**config.mk**
```make
export PLATFORM = sky130hd
export DESIGN_NAME = burst_flash_reader
export DESIGN_NICKNAME = d
export VERILOG_FILES = /design/src/rtl/bfr_pkg.sv /design/src/rtl/bfr_clkgen.sv /design/src/rtl/bfr_ctrl.sv /design/src/rtl/bfr_dpath.sv /design/src/rtl/burst_flash_reader.sv
export SDC_FILE = /design/constraint.sdc
export NUM_CORES = 1
export LEC_CHECK = 0
export ABC_AREA = 1
export BUFFER_PORTS_ARGS = -buffer_cell sky130_fd_sc_hd__clkbuf_2
export CAP_MARGIN = 0
export CORE_ASPECT_RATIO = 2
export CORE_UTILIZATION = 48
export CTS_CLUSTER_DIAMETER = 50
export CTS_CLUSTER_SIZE = 10
export DETAILED_ROUTE_END_ITERATION = 10
export PLACE_DENSITY = 0.88
export SYNTH_ARGS = -nofsm -noshare
export SYNTH_HDL_FRONTEND = slang
export SYNTH_HIERARCHICAL = 1
export SYNTH_SLANG_ARGS = --single-unit
```
**constraint.sdc**
```tcl
create_clock -name clk -period 3.38 [get_ports clk]
set_input_delay 0.338 -clock clk [delete_from_list [all_inputs] [get_ports clk]]
set_output_delay 0.338 -clock clk [all_outputs]
set_load 0.01 [all_outputs]
```
**src/rtl/bfr_pkg.sv**
```systemverilog
package bfr_pkg;

  typedef enum logic [2:0] {
    ST_IDLE,
    ST_ADDR,
    ST_WAIT,
    ST_STREAM,
    ST_RESUME
  } bfrState_e;

  // Strobes from the control FSM to the datapath
  typedef struct packed {
    logic loadBase;   // latch request address as new burst base
    logic advance;    // capture a word and step the expected address
    logic addrPhase;  // address-valid period in progress
    logic busOwn;     // controller owns the shared lines
  } bfrStrobe_t;

endpackage

```
**src/rtl/bfr_clkgen.sv**
```systemverilog
module bfr_clkgen (
  input  logic clk,
  input  logic rstN,
  output logic fClk,
  output logic tick
);

  always_ff @(posedge clk) begin
    if (!rstN) fClk <= 1'b0;
    else       fClk <= ~fClk;
  end

  // Control advances on the edge where the flash clock falls
  assign tick = fClk;

  a_r11_fclk_toggles: assert property (@(posedge clk) disable iff (!rstN)
    rstN |=> (fClk != $past(fClk)));

endmodule

```
**src/rtl/bfr_ctrl.sv**
```systemverilog
module bfr_ctrl
  import bfr_pkg::*;
#(
  parameter int LAT_W = 4
) (
  input  logic             clk,
  input  logic             rstN,
  input  logic             tick,
  input  logic             reqValid,
  input  logic             seqHit,
  input  logic             resumeMode,
  input  logic [LAT_W-1:0] avlField,
  input  logic [LAT_W-1:0] oeLat,
  output bfrStrobe_t       strb,
  output logic             csN,
  output logic             avdN,
  output logic             oeN,
  output logic             weN
);

  bfrState_e        state, nxt;
  logic [LAT_W-1:0] cnt, cntNxt;
  logic             burstOpen, openNxt;
  logic [LAT_W-1:0] oeLoad;

  assign oeLoad = (oeLat == '0) ? '0 : oeLat - LAT_W'(1);

  always_comb begin
    nxt            = state;
    cntNxt         = cnt;
    openNxt        = burstOpen;
    strb           = '0;
    strb.addrPhase = (state == ST_ADDR);
    strb.busOwn    = (state != ST_IDLE);
    if (tick) begin
      unique case (state)
        ST_IDLE: begin
          if (reqValid) begin
            if (resumeMode && burstOpen && seqHit) begin
              nxt    = ST_RESUME;
              cntNxt = oeLoad;
            end else begin
              nxt           = ST_ADDR;
              strb.loadBase = 1'b1;
              openNxt       = 1'b0;
            end
          end
        end
        ST_ADDR: begin
          if (avlField == '0) begin
            nxt = ST_STREAM;
          end else begin
            nxt    = ST_WAIT;
            cntNxt = avlField - LAT_W'(1);
          end
        end
        ST_WAIT, ST_RESUME: begin
          if (cnt == '0) nxt = ST_STREAM;
          else           cntNxt = cnt - LAT_W'(1);
        end
        ST_STREAM: begin
          if (!reqValid) begin
            nxt     = ST_IDLE;
            openNxt = resumeMode;
          end else if (seqHit) begin
            strb.advance = 1'b1;
          end else begin
            nxt           = ST_ADDR;
            strb.loadBase = 1'b1;
          end
        end
        default: nxt = ST_IDLE;
      endcase
    end
  end

  always_ff @(posedge clk) begin
    if (!rstN) begin
      state     <= ST_IDLE;
      cnt       <= '0;
      burstOpen <= 1'b0;
    end else begin
      state     <= nxt;
      cnt       <= cntNxt;
      burstOpen <= openNxt;
    end
  end

  assign csN  = (state == ST_IDLE);
  assign avdN = (state != ST_ADDR);
  assign oeN  = !((state == ST_WAIT) || (state == ST_STREAM) || (state == ST_RESUME));
  assign weN  = 1'b1;

  // the address-valid strobe spans exactly two system cycles
  a_r2_avd_holds: assert property (@(posedge clk) disable iff (!rstN)
    (!avdN && $past(avdN)) |=> !avdN);
  a_r2_avd_ends: assert property (@(posedge clk) disable iff (!rstN)
    (!avdN && !$past(avdN)) |=> avdN);

  // a resume is entered only for a sequential request in resume mode
  a_r6_resume_entry: assert property (@(posedge clk) disable iff (!rstN)
    (state == ST_RESUME && $past(state) == ST_IDLE) |-> $past(seqHit && resumeMode));

  // leaving the stream for a new address phase needs a non-sequential request
  a_r9_stream_restart: assert property (@(posedge clk) disable iff (!rstN)
    ($past(state) == ST_STREAM && state == ST_ADDR) |-> $past(reqValid && !seqHit));

endmodule

```
**src/rtl/bfr_dpath.sv**
```systemverilog
module bfr_dpath
  import bfr_pkg::*;
#(
  parameter int ADDR_W = 25,
  parameter int DATA_W = 16,
  parameter bit MUX_AD = 1'b1
) (
  input  logic              clk,
  input  logic              rstN,
  input  bfrStrobe_t        strb,
  input  logic [ADDR_W-1:0] reqAddr,
  input  logic [DATA_W-1:0] fDin,
  output logic              seqHit,
  output logic [ADDR_W-1:0] fAddr,
  output logic              fAddrOe,
  output logic [DATA_W-1:0] fDout,
  output logic              fDataOe,
  output logic              rspValid,
  output logic [DATA_W-1:0] rspData,
  output logic              reqReady
);

  localparam int MUX_W = (ADDR_W < DATA_W) ? ADDR_W : DATA_W;

  logic [ADDR_W-1:0] nextAddr;

  always_ff @(posedge clk) begin
    if (!rstN) begin
      nextAddr <= '0;
      rspValid <= 1'b0;
      rspData  <= '0;
    end else begin
      rspValid <= strb.advance;
      if (strb.loadBase)     nextAddr <= reqAddr;
      else if (strb.advance) nextAddr <= nextAddr + ADDR_W'(1);
      if (strb.advance)      rspData  <= fDin;
    end
  end

  assign seqHit   = (reqAddr == nextAddr);
  assign reqReady = rspValid;
  assign fAddr    = nextAddr;
  assign fAddrOe  = strb.busOwn;

  generate
    if (MUX_AD) begin : g_shared
      assign fDout   = DATA_W'(nextAddr[MUX_W-1:0]);
      assign fDataOe = strb.addrPhase;
    end else begin : g_split
      assign fDout   = '0;
      assign fDataOe = 1'b0;
    end
  endgenerate

  // at most one word per flash cycle
  a_r4_one_word_per_cycle: assert property (@(posedge clk) disable iff (!rstN)
    rspValid |=> !rspValid);

  // data lines carry the address only while the bus is owned
  a_r2_data_drive_owned: assert property (@(posedge clk) disable iff (!rstN)
    fDataOe |-> fAddrOe);

endmodule

```
**src/rtl/burst_flash_reader.sv**
```systemverilog
module burst_flash_reader
  import bfr_pkg::*;
#(
  parameter int ADDR_W = 25,
  parameter int DATA_W = 16,
  parameter int LAT_W  = 4,
  parameter bit MUX_AD = 1'b1
) (
  input  logic              clk,
  input  logic              rstN,
  input  logic              resumeMode,
  input  logic [LAT_W-1:0]  avlField,
  input  logic [LAT_W-1:0]  oeLat,
  input  logic              reqValid,
  output logic              reqReady,
  input  logic [ADDR_W-1:0] reqAddr,
  output logic              rspValid,
  output logic [DATA_W-1:0] rspData,
  output logic              fClk,
  output logic              fCsN,
  output logic              fAvdN,
  output logic              fOeN,
  output logic              fWeN,
  output logic [ADDR_W-1:0] fAddr,
  output logic              fAddrOe,
  input  logic [DATA_W-1:0] fDin,
  output logic [DATA_W-1:0] fDout,
  output logic              fDataOe
);

  logic       tick;
  logic       seqHit;
  bfrStrobe_t strb;

  bfr_clkgen u_clk (
    .clk  (clk),
    .rstN (rstN),
    .fClk (fClk),
    .tick (tick)
  );

  bfr_ctrl #(.LAT_W(LAT_W)) u_ctrl (
    .clk        (clk),
    .rstN       (rstN),
    .tick       (tick),
    .reqValid   (reqValid),
    .seqHit     (seqHit),
    .resumeMode (resumeMode),
    .avlField   (avlField),
    .oeLat      (oeLat),
    .strb       (strb),
    .csN        (fCsN),
    .avdN       (fAvdN),
    .oeN        (fOeN),
    .weN        (fWeN)
  );

  bfr_dpath #(.ADDR_W(ADDR_W), .DATA_W(DATA_W), .MUX_AD(MUX_AD)) u_dp (
    .clk      (clk),
    .rstN     (rstN),
    .strb     (strb),
    .reqAddr  (reqAddr),
    .fDin     (fDin),
    .seqHit   (seqHit),
    .fAddr    (fAddr),
    .fAddrOe  (fAddrOe),
    .fDout    (fDout),
    .fDataOe  (fDataOe),
    .rspValid (rspValid),
    .rspData  (rspData),
    .reqReady (reqReady)
  );

endmodule

```
# After elaboration in Yosys (flattened, before gate mapping)
# Index checks and enable logic that the tools add are counted.
# word_totals
output_inout_bits	66
n_memories	0
ram_bits	0
in_bits	53
rom_bits	0
register_bits	51
elab_cells	70
latchBits	0
# op_classes
shifts	0
bitwise	1
div	0
mux	27
n_eq_ne	14
magnitude_cmp	0
reduce_logical	17
n_addsub	4
n_mul	0
# ops
op	count
$mux W25	2
$add A25 B1 Y25 const B	1
$eq A25 B25 Y1	1
$mux W4	5
$mux W3	5
$logic_not A4 Y1	3
$pmux W3 S4	1
$pmux W4 S3	1
$sub A4 B1 Y4 const B	3
$ne A2 B2 Y1 const B	5
$mux W1	9
$eq A3 B2 Y1 const B	2
$reduce_and A6 Y1	1
$reduce_bool A3 Y1	2
$reduce_and A5 Y1	1
$mux W2	2
$ne A2 B1 Y1 const B	2
$pmux W1 S2	2
$reduce_and A4 Y1	1
$reduce_bool A2 Y1	2
$eq A3 B1 Y1 const B	1
$eq A3 B3 Y1 const B	1
$logic_not A3 Y1	1
$ne A3 B1 Y1 const B	1
other kinds (6)	8

# Logic depth before layout (Yosys ltp)
# Gate-level depths: netlist (run 1).
# logic_depth
depth_word	8
ltp_mapped	16
mapped_depth_nobuf	15

# Cells and area by module
# Netlist (run 1), hierarchy kept.
# by_module_without_submodules
module	seq_area_each_um2	area_per_inst_um2	instances	cells_each
bfr_dpath	840.8	2691.3	1	388
bfr_ctrl	160.2	729.4	1	128
bfr_clkgen	20.0	37.5	1	4

# Worst setup path before layout (run 1)
# No wires, ideal clock.
# synth_path
path_kind	register to register
startpoint	register u_dp.nextAddr[15], in the netlist u_dp/fAddr[15]
endpoint	register u_dp.nextAddr[20], in the netlist u_dp/fAddr[20]
path_buffers	2
arrival_ns	2.299
path_slack_ns	0.946
synth_period_minus_slack_ns	2.434
path_stages_with_launch	15
cell_sequence	dfxtp_1 -> buf_2 -> xor2_1 -> nor3_1 -> nand3_1 -> nor2_1 -> a31oi_1 -> nor2_1 -> nor4_1 -> inv_2 -> nand2_1 -> inv_2 -> buf_6 -> nand3_1 -> a21oi_1
# synth_rtl
element	line	rtl
from (decl)	bfr_dpath.sv:25	logic [ADDR_W-1:0] nextAddr;
from (signal assigned)	bfr_dpath.sv:34	if (strb.loadBase) nextAddr <= reqAddr;
from (signal assigned)	bfr_dpath.sv:35	else if (strb.advance) nextAddr <= nextAddr + ADDR_W'(1);

==> reports/results.txt, run 1 <==
GPL Wtd Cong - 0.971
worst setup path class - flip-flop to flip-flop
Startpoint Class - flip-flop
row cnt - 43
FF-to-FF path depth - 15
worst-margin pin slew - 0.643 ns
number of hold buffers added after cts - 0
RSZ-0062 raised after global routing - no
n_diodes - 0
Fmax achieved - 340 MHz
initial antenna violation count - 0
Cell Count Post-Placement - 700
yosys synthesis warning count - 6
Hold Path Cell Cnt - 3
Reg-to-Reg End - u_dp/fAddr[1]
first-pass GRT wire length - 15.7 mm
#FFs+latches synth - 51
max-slew violation count - 0
status - completed
Syn Nets - 575
DRT Pass-1 Iters - 5
pwr/cell area - 375 mW/mm²
Worst Path Max Fanout - 16
synthesized cell area - 0.00346 mm²
Clock Skews - 0.00516 ns
endpoint class of the critical path - flip-flop
GRT Total Usage - 0.279
Clk pin slew, worst setup/hold paths - 0.07 ns
Die Wd - 62.0 µm
Inserted Clock Buffers - 5
DR WL/cell - 14.2 µm
Final HPWL DP - 7.78 mm
Worst slew margin - 0.568
Non-Filler Instances - 708
Worst Setup SP - u_dp/fAddr[12]
Max Root-Sink Buffers - 2
leak pwr - 1.95 nW
Hold Path Class - input port to flip-flop
via count - 3,752
Sink Count - 51
Post-Synthesis Cells - 520
largest net degree at the start of global routing - 33
final net count - 672
Vias/cell - 5.30
H-tree levels - 2
post-synth cell types - 35
worst r2r src - u_dp/fAddr[12]
max_cap viols - 0
Max VDD drop - 318 µV
reg-to-reg slack, setup - 0.44 ns
worst path required time - 3.58 ns
root buf cell - clkbuf_16
die area - 0.00757 mm²
Routed Wire Length - 10.0 mm
Die H - 122 µm
Routed Antenna Nets - 0
Critical path destination - u_dp/fAddr[1]
# DRC - 0
Hold Slack - 0.253 ns
vias in the first global route - 3,570
clock latency on the worst-skew pair - 0.30 ns
buffers added on ports - 117
Tcrit/Tclk final - 0.870
CTS tree - yes
Fin. Hold Viols - 0
grt total ovfl - 0
core area - 0.00694 mm²
Initial Util - 0.498
Final setup viols - 0
num ports - 119
syn avg cell area - 6.65 µm²
post-synthesis sequential area ratio - 0.295
Area growth, synth to finish - 20.5%
layout cell share with drive strength beyond 1 - 0.282
setup TNS - 0 ns
Arr. time, crit path - 3.14 ns
initial DRC count - 223
fin crit period - 2.94 ns
cells by family after synthesis:
logic type / after synthesis / synth area share
compound gates: 77 / 0.130
xor+xnor: 33 / 0.0836
fa+ha+maj: 2 / 0.00723
buf+inv: 88 / 0.122
flops: 51 / 0.295
other cells: 1 / 0.00108
simple gates: 268 / 0.361
synth_stat cells:
master / count / area share
nand2_1: 107 / 0.12
nor2_1: 82 / 0.089
dfxtp_1: 51 / 0.30
inv_1: 43 / 0.047
nand3_1: 32 / 0.046
o21ai_0: 27 / 0.039
xnor2_1: 25 / 0.063
a21oi_1: 23 / 0.033
buf_4: 21 / 0.046
a22oi_1: 15 / 0.033
nand4_1: 12 / 0.022
clkbuf_1: 10 / 0.011
nand2_2: 9 / 0.016
nor2_4: 9 / 0.029
xor2_1: 8 / 0.020
inv_2: 6 / 0.0065
a31oi_1: 5 / 0.0090
buf_2: 5 / 0.0072
a21oi_2: 3 / 0.0076
nand2_4: 3 / 0.0098
nor2_2: 3 / 0.0054
nor3_1: 3 / 0.0043
clkinv_1: 2 / 0.0022
ha_1: 2 / 0.0072
nand3_4: 2 / 0.010
nor4_1: 2 / 0.0036
o21bai_1: 2 / 0.0043
and2_1: 1 / 0.0018
buf_6: 1 / 0.0033
conb_1: 1 / 0.0011
nand3_2: 1 / 0.0029
nand3b_1: 1 / 0.0022
o21ai_1: 1 / 0.0014
o21ai_2: 1 / 0.0025
or2_2: 1 / 0.0018
registers in the layout (all words and copies together) (netlist names):
register / cells
u_ctrl/state: 3
u_ctrl/cnt: 4
u_ctrl/burstOpen: 1
u_clk/fClk: 1
u_dp/reqReady: 1
u_dp/rspData: 16
u_dp/fAddr: 25
through the flow:
stage	util	power, W	cell area [µm²]	setup slack [ns]
2_1_floorplan	-	0.000924	3460	0.946
3_3_place_gp	0.577	0.00103	4010	0.376
3_5_place_dp	0.577	0.00104	4010	0.218
4_1_cts	0.599	0.00157	4160	0.197
5_1_grt	0.600	0.00165	4170	0.125
6_report	0.600	0.00156	4170	0.439
layer usage:
metal	GRT usage	vias to the layer above	part of all wire
met4	0.182	0	0.054
met3	0.0531	39	0.058
li1	-	1848	-
met1	0.271	1700	0.35
met2	0.497	165	0.54
met5	0	-	0
cell usage in the layout (no fill, tap or decap), types with 8 or more instances in the layout:
cell,n
nand2_2,9
nand3_1,32
a22oi_1,15
clkbuf_2,117
nor2_1,82
nand4_1,12
inv_1,43
nor2_4,9
o21ai_0,27
a21oi_1,23
xor2_1,8
xnor2_1,25
nand2_1,107
buf_4,10
dfxtp_1,51
power by group:
group | switching (W) | internal, W | total, W
Clock | 0.000247 | 0.000281 | 0.000528
Combinational | 0.000224 | 0.000145 | 0.000369
Sequential | 0.0000370 | 0.000627 | 0.000664
Total | 0.000508 | 0.00105 | 0.00156
what timing repair did:
action	in CTS	in global routing
gates resized for setup	0	1
endpoints found under the setup margin	0	17
setup buffers	0	0
endpoints found under the hold margin	0	0
final cells by class:
type,instances,area [µm²]
clock inverters,3,26.3
clock buffers,5,125
inverters,51,191
repair buffers,127,661
fillers,651,2770
flip-flops and latches,51,1020
well taps,90,113
multi-input cells,381,2030
how the worst min path moves through the flow:
stage / from / end / slack (ns)
2_1_floorplan: rstN / u_clk/fClk / 0.45
3_3_place_gp: u_clk/fClk / u_clk/fClk / 0.46
3_5_place_dp: u_clk/fClk / u_clk/fClk / 0.46
4_1_cts: fDin[7] / u_dp/rspData[7] / 0.25
5_1_grt: fDin[7] / u_dp/rspData[7] / 0.27
6_report: fDin[7] / u_dp/rspData[7] / 0.25
worst max-delay path: stages, from the launching register on:
cell	delay [ns]
dfxtp_1	0.53
xnor2_1	0.13
nand4_1	0.16
nor2_1	0.08
nand2_1	0.08
nor2_1	0.08
a31oi_1	0.26
nor2_1	0.11
nor4_4	0.50
inv_2	0.19
nand2_1	0.24
inv_2	0.19
nand2_1	0.11
nand3_1	0.07
nand2_1	0.06
inv_1	0.04
Note: power is estimated with default switching activity, not from simulation.
==> run 2: changes to the inputs <==
Settings changed: SETUP_SLACK_MARGIN from default to 0.5.
==> run 2 against run 1 <==
Core utilization rose by 0.34 points. Clock-buffer cell count is the same. First-iteration DRC count decreased by 16%. Die area is the same. Final area rose by 0.57%. Non-clock buffer count increased by 2. Via count barely moved. Cell count up 0.28%. Critical path depth is 2 lower. Clock power about the same. Critical path type unchanged. Critical endpoint is now u_dp/fAddr[17].
==> reports/results.txt, run 2 (synthesis gave the netlist of run 1 again) <==
Startpoint Class - flip-flop (unchanged)
# DRC - 0 (unchanged)
commonest non-fill, non-tap cells in the layout - clkbuf_2 (117), nand2_1 (107), nor2_1 (82) (unchanged)
Hold Path Cell Cnt - 3 (unchanged)
core area - 0.00694 mm² (unchanged)
Max VDD drop - 319 µV (was 318 µV)
worst setup path class - flip-flop to flip-flop (unchanged)
Fillers - 646 (was 651)
Arr. time, crit path - 2.86 ns (was 3.14 ns)
FF-to-FF path depth - 13 (was 15)
worst-margin pin slew - 0.643 ns (about the same)
H-tree levels - 2 (unchanged)
Sink Count - 51 (unchanged)
min-delay src - fDin[7] (unchanged)
setup TNS - 0 ns (unchanged)
layout cell share with drive strength beyond 1 - 0.290 (was 0.282)
initial antenna violation count - 0 (unchanged)
Inserted Clock Buffers - 5 (unchanged)
Initial Util - 0.498 (unchanged)
initial DRC count - 187 (was 223)
n_diodes - 0 (unchanged)
max_cap viols - 0 (unchanged)
final net count - 674 (was 672)
reg-to-reg slack, setup - 0.73 ns (was 0.44 ns)
die area - 0.00757 mm² (unchanged)
via count - 3,755 (was 3,752)
leak pwr - 1.96 nW (was 1.95 nW)
switch share - 0.326 (was 0.325)
Pint - 0.00106 W (was 0.00105 W)
grt total ovfl - 0 (unchanged)
largest net degree at the start of global routing - 33 (unchanged)
worst path required time - 3.59 ns (was 3.58 ns)
Hold Slack - 0.253 ns (about the same)
area of the multi-input gates - 0.00203 mm² (unchanged)
root buf cell - clkbuf_16 (unchanged)
Fmax achieved - 378 MHz (was 340 MHz)
Sw Pwr - 0.000510 W (was 0.000508 W)
Clk pin slew, worst setup/hold paths - 0.07 ns (about the same)
pwr/cell area - 374 mW/mm² (was 375 mW/mm²)
overall power - 0.00157 W (was 0.00156 W)
max-slew violation count - 0 (unchanged)
dpl ws - 0.218 ns (unchanged)
Area growth, synth to finish - 21.2% (was 20.5%)
commonest non-fill, non-tap cell in the layout - clkbuf_2 (unchanged)
max reg flops - 25 (unchanged)
sequential power share - 0.424 (was 0.425)
Clock Skews - 0.00375 ns (was 0.00516 ns)
Worst Path Max Fanout - 16 (unchanged)
CTS tree - yes (unchanged)
Worst Hold Endpoint - u_dp/rspData[7] (unchanged)
Routed Wire Length - 10.1 mm (was 10.0 mm)
first-pass GRT wire length - 15.7 mm (about the same)
GRT Total Usage - 0.279 (about the same)
Die Wd - 62.0 µm (unchanged)
vias in the first global route - 3,572 (was 3,570)
GPL Wtd Cong - 0.971 (unchanged)
buffers added on ports - 117 (unchanged)
Vias/cell - 5.29 (was 5.30)
worst r2r src - u_dp/fAddr[22] (was u_dp/fAddr[12])
Reg-to-Reg End - u_dp/fAddr[17] (was u_dp/fAddr[1])
status - completed (unchanged)
Tcrit/Tclk final - 0.783 (was 0.870)
RSZ-0062 raised after global routing - no (unchanged)
Clock power frac - 0.338 (about the same)
register area - 0.00102 mm² (about the same)
fin crit period - 2.65 ns (was 2.94 ns)
row cnt - 43 (unchanged)
clock latency on the worst-skew pair - 0.30 ns (about the same)
Final setup viols - 0 (unchanged)
DR WL/cell - 14.2 µm (about the same)
Routed Antenna Nets - 0 (unchanged)
Comb pwr share - 0.237 (was 0.236)
Worst slew margin - 0.569 (was 0.568)
Final WS setup - 0.734 ns (was 0.439 ns)
Max Root-Sink Buffers - 2 (unchanged)
num ports - 119 (unchanged)
Hold Path Class - input port to flip-flop (unchanged)
endpoint class of the critical path - flip-flop (unchanged)
Fin. Hold Viols - 0 (unchanged)
Final HPWL DP - 7.78 mm (unchanged)
Die H - 122 µm (unchanged)
DRT Pass-1 Iters - 5 (unchanged)
-- run 2: cell types whose count changed in the layout (fill, tap and decap cells not counted), sizes merged --
| cell | previous run | this run |
|---|---|---|
| buf | 10 | 12 |
| clkinv | 3 | 2 |
| inv | 51 | 52 |
-- run 2: worst max-delay path by stage --
| stage | start | endpoint | cells past startpoint |
|---|---|---|---|
| floorplan | u_dp/fAddr[15] | u_dp/fAddr[20] | 14 |
| global placement | u_dp/fAddr[8] | u_dp/fAddr[1] | 15 |
| detailed placement | u_dp/fAddr[12] | u_dp/fAddr[1] | 15 |
| CTS | u_dp/fAddr[12] | u_dp/fAddr[1] | 15 |
| global route | u_dp/fAddr[22] | u_dp/fAddr[17] | 13 |
| finish | u_dp/fAddr[22] | u_dp/fAddr[17] | 13 |
-- run 2: what timing repair did --
item	4_1_cts	5_1_grt
pin swaps	0	1
gates resized for setup	2	6
setup buffers	0	2
setup endpoints to repair	22	22
hold buffers	0	0
-- run 2: layout make-up --
class / instances / share of cell area
multi-input cells: 381 / 0.484
flip-flops and latches: 51 / 0.245
repair buffers: 129 / 0.161
inverters: 51 / 0.0469
clock buffers: 5 / 0.0299
well taps: 90 / 0.0269
clock inverters: 3 / 0.00627
-- run 2: worst max-delay path, stage by stage (launching register included) --
cell and delay (ns):
dfxtp_1 0.46, xnor2_1 0.17, nand2_1 0.11, nor3_1 0.21, nand3_1 0.11, nor2_1 0.23, a31oi_1 0.16, nor2_1 0.19
nor4_4 0.08, inv_2 0.14, nand2_1 0.19, inv_4 0.23, nand3_1 0.12, a21oi_1 0.15
-- run 2: power groups by stage --
stage               Clock (W)  Combinational, W  Sequential [W]
floorplan                   0          0.000247        0.000677
global placement            0          0.000353        0.000676
detailed placement          0          0.000361        0.000678
CTS                  0.000542          0.000366        0.000663
global route         0.000564          0.000418        0.000669
finish               0.000530          0.000372        0.000665
-- run 2: per-stage QoR --
stage,cells,area [µm²],util
2_1_floorplan,520,3460,-
3_3_place_gp,700,4010,0.577
3_5_place_dp,700,4010,0.577
4_1_cts,708,4170,0.601
5_1_grt,710,4190,0.604
6_report,710,4190,0.604
-- run 2: routing by layer --
layer / routed length, µm / vias up / track usage
met5: 0 / - / 0
met4: 515 / 0 / 0.182
met3: 570 / 37 / 0.0531
met2: 5470 / 151 / 0.497
met1: 3530 / 1718 / 0.273
li1: - / 1849 / -
==> run 3: changes to the inputs <==
Clock period 3.38 ns to 2.7 ns, I/O delays scaled along.
==> run 3 against run 2 <==
Clock skew up 0.0013 ns. Die area is the same. Routed wire length increased by 11%. Via count grew 7.7%. Worst hold slack worse by 0.059 ns. Final area is 7.6% higher. Critical endpoint is now u_dp/fAddr[0]. Largest power group unchanged.
==> reports/results.txt, run 3 (synthesis gave the netlist of run 1 again) <==
layout cell share with drive strength beyond 1 - 0.341 (was 0.290)
worst setup path class - flip-flop to flip-flop (unchanged)
status - completed (unchanged)
endpoint class of the critical path - flip-flop (unchanged)
fin crit period - 2.24 ns (was 2.65 ns)
placed inst area - 0.00415 mm² (was 0.00401 mm²)
commonest non-fill, non-tap cells in the layout - clkbuf_2 (117), nand2_1 (104), nor2_1 (78) (was clkbuf_2 (117), nand2_1 (107), nor2_1 (82))
Comb pwr share - 0.272 (was 0.237)
pwr/cell area - 446 mW/mm² (was 374 mW/mm²)
Critical path destination - u_dp/fAddr[0] (was u_dp/fAddr[17])
commonest non-fill, non-tap cell in the layout - clkbuf_2 (unchanged)
Vias/cell - 5.52 (was 5.29)
reg-to-reg slack, setup - 0.46 ns (was 0.73 ns)
Levels on crit path - 14 (was 13)
CP delay by family, top - simple AND/OR/NAND/NOR gates (unchanged)
Die Wd - 62.0 µm (unchanged)
Tcrit/Tclk final - 0.828 (was 0.783)
Routed Antenna Nets - 0 (unchanged)
Clock Skews - 0.00507 ns (was 0.00375 ns)
switch share - 0.331 (was 0.326)
Pint - 0.00135 W (was 0.00106 W)
buffers added on ports - 117 (unchanged)
Startpoint Class - flip-flop (unchanged)
Worst Setup SP - u_dp/fAddr[8] (was u_dp/fAddr[22])
Sink Count - 51 (unchanged)
worst path required time - 2.89 ns (was 3.59 ns)
die area - 0.00757 mm² (unchanged)
Reg-to-Reg End - u_dp/fAddr[0] (was u_dp/fAddr[17])
grt total ovfl - 0 (unchanged)
cell breakdown of the critical path - xnor2_2, nand4_1, nor2_1, nand2_1, nor2_4, a31oi_4, nor2_4, nor4_4, nor2_2, buf_4, nand2_1, nand2_1, o21ai_1, inv_1 (was xnor2_1, nand2_1, nor3_1, nand3_1, nor2_1, a31oi_1, nor2_1, nor4_4, inv_2, nand2_1, inv_4, nand3_1, a21oi_1)
Slowest-stage cell, CP - dfxtp_2 (was dfxtp_1)
max-slew violation count - 0 (unchanged)
core area - 0.00694 mm² (unchanged)
Max Root-Sink Buffers - 2 (unchanged)
GRT Total Usage - 0.301 (was 0.279)
initial antenna violation count - 0 (unchanged)
Final setup viols - 0 (unchanged)
via count - 4,043 (was 3,755)
worst-margin pin slew - 0.628 ns (was 0.643 ns)
final net count - 696 (was 674)
Routed Wire Length - 11.2 mm (was 10.1 mm)
crit-path max cell delay - 0.34 ns (was 0.46 ns)
Hold Path Class - input port to flip-flop (unchanged)
fin area - 0.00451 mm² (was 0.00419 mm²)
initial DRC count - 373 (was 187)
largest net degree at the start of global routing - 33 (unchanged)
worst r2r src - u_dp/fAddr[8] (was u_dp/fAddr[22])
max_cap viols - 0 (unchanged)
Initial Util - 0.498 (unchanged)
Arr. time, crit path - 2.43 ns (was 2.86 ns)
Inserted Clock Buffers - 5 (unchanged)
overall power - 0.00201 W (was 0.00157 W)
Fmax achieved - 447 MHz (was 378 MHz)
first-pass GRT wire length - 16.8 mm (was 15.7 mm)
H-tree levels - 2 (unchanged)
Final HPWL DP - 8.06 mm (was 7.78 mm)
Worst slew margin - 0.579 (was 0.569)
# DRC - 0 (unchanged)
Clock power frac - 0.323 (was 0.338)
Top cell by count, worst path - nand2_1
FF-to-FF path depth - 14 (was 13)
clock latency on the worst-skew pair - 0.30 ns (about the same)
Max VDD drop - 454 µV (was 319 µV)
DRT Pass-1 Iters - 6 (was 5)
RSZ-0062 raised after global routing - yes (was no)
n_diodes - 0 (unchanged)
Die H - 122 µm (unchanged)
root buf cell - clkbuf_16 (unchanged)
max reg flops - 25 (unchanged)
vias in the first global route - 3,810 (was 3,572)
CTS tree - yes (unchanged)
GPL Wtd Cong - 0.925 (was 0.971)
Fin. Hold Viols - 0 (unchanged)
Bufs and invs on worst path - 2 (unchanged)
leak pwr - 2.11 nW (was 1.96 nW)
Worst Path Max Fanout - 6 (was 16)
sequential power share - 0.405 (was 0.424)
setup TNS - 0 ns (unchanged)
Sw Pwr - 0.000666 W (was 0.000510 W)
num ports - 119 (unchanged)
DR WL/cell - 15.3 µm (was 14.2 µm)
Area growth, synth to finish - 30.4% (was 21.2%)
row cnt - 43 (unchanged)
Clk pin slew, worst setup/hold paths - 0.07 ns (about the same)
==> run 3: final cells by class <==
class	count	area, µm²
Clock inverter	3	23.8
Fill cell	595	2430
Clock buffer	5	125
Tap cell	90	113
Timing Repair Buffer	150	871
Sequential cell	51	1030
Inverter	51	199
Multi-Input combinational cell	381	2140
Timing Repair inverter	1	6.26
==> run 3: routing by layer <==
layer	part of all wire	vias to the layer above	GRT usage	wire (µm)
li1	-	1893	-	-
met1	0.33	1839	0.286	3650
met2	0.54	237	0.513	5990
met3	0.066	74	0.0764	743
met4	0.070	0	0.238	785
met5	0	-	0	0
==> run 3: repair_timing <==
action / in CTS / in global routing
setup endpoints to repair: 39 / 40
resized for setup: 12 / 30
pin swaps: 2 / 5
hold buffers: 0 / 0
setup buffers: 0 / 3
gates cloned: 1 / 2
==> run 3: worst min-delay path by stage <==
stage / startpoint / to / slack [ns] / cells past startpoint
final: fDin[10] / u_dp/rspData[10] / 0.19 / 3
after global routing: fDin[15] / u_dp/rspData[15] / 0.21 / 3
after CTS: fDin[4] / u_dp/rspData[4] / 0.19 / 3
after detailed placement: u_clk/fClk / u_clk/fClk / 0.48 / 1
after global placement: u_clk/fClk / u_clk/fClk / 0.47 / 1
after floorplan: rstN / u_clk/fClk / 0.38 / 2
==> run 3: worst register-to-register path, stage by stage, from the launching register on <==
cell and delay, ns:
dfxtp_2 0.34, xnor2_2 0.14, nand4_1 0.12, nor2_1 0.07, nand2_1 0.11, nor2_4 0.07, a31oi_4 0.24, nor2_4 0.05
nor4_4 0.33, nor2_2 0.13, buf_4 0.19, nand2_1 0.08, nand2_1 0.05, o21ai_1 0.14, inv_1 0.06
==> run 3: power groups by stage <==
| stage | Clock (W) | Combinational, W | Sequential [W] |
|---|---|---|---|
| after floorplan | 0 | 0.000316 | 0.000848 |
| after global placement | 0 | 0.000489 | 0.000827 |
| after detailed placement | 0 | 0.000503 | 0.000829 |
| after CTS | 0.000663 | 0.000510 | 0.000812 |
| after global routing | 0.000689 | 0.000613 | 0.000818 |
| final | 0.000651 | 0.000546 | 0.000815 |
==> run 3: stage by stage <==
| stage | std cells | utilization | worst slack (ns) | hold slack [ns] |
|---|---|---|---|---|
| global placement | 718 | 0.598 | 0.364 | 0.474 |
| global route | 732 | 0.650 | 0.311 | 0.211 |
| floorplan | 520 | - | 0.509 | 0.384 |
| finish | 732 | 0.650 | 0.464 | 0.194 |
| CTS | 727 | 0.625 | 0.473 | 0.188 |
| detailed placement | 718 | 0.598 | 0.204 | 0.481 |
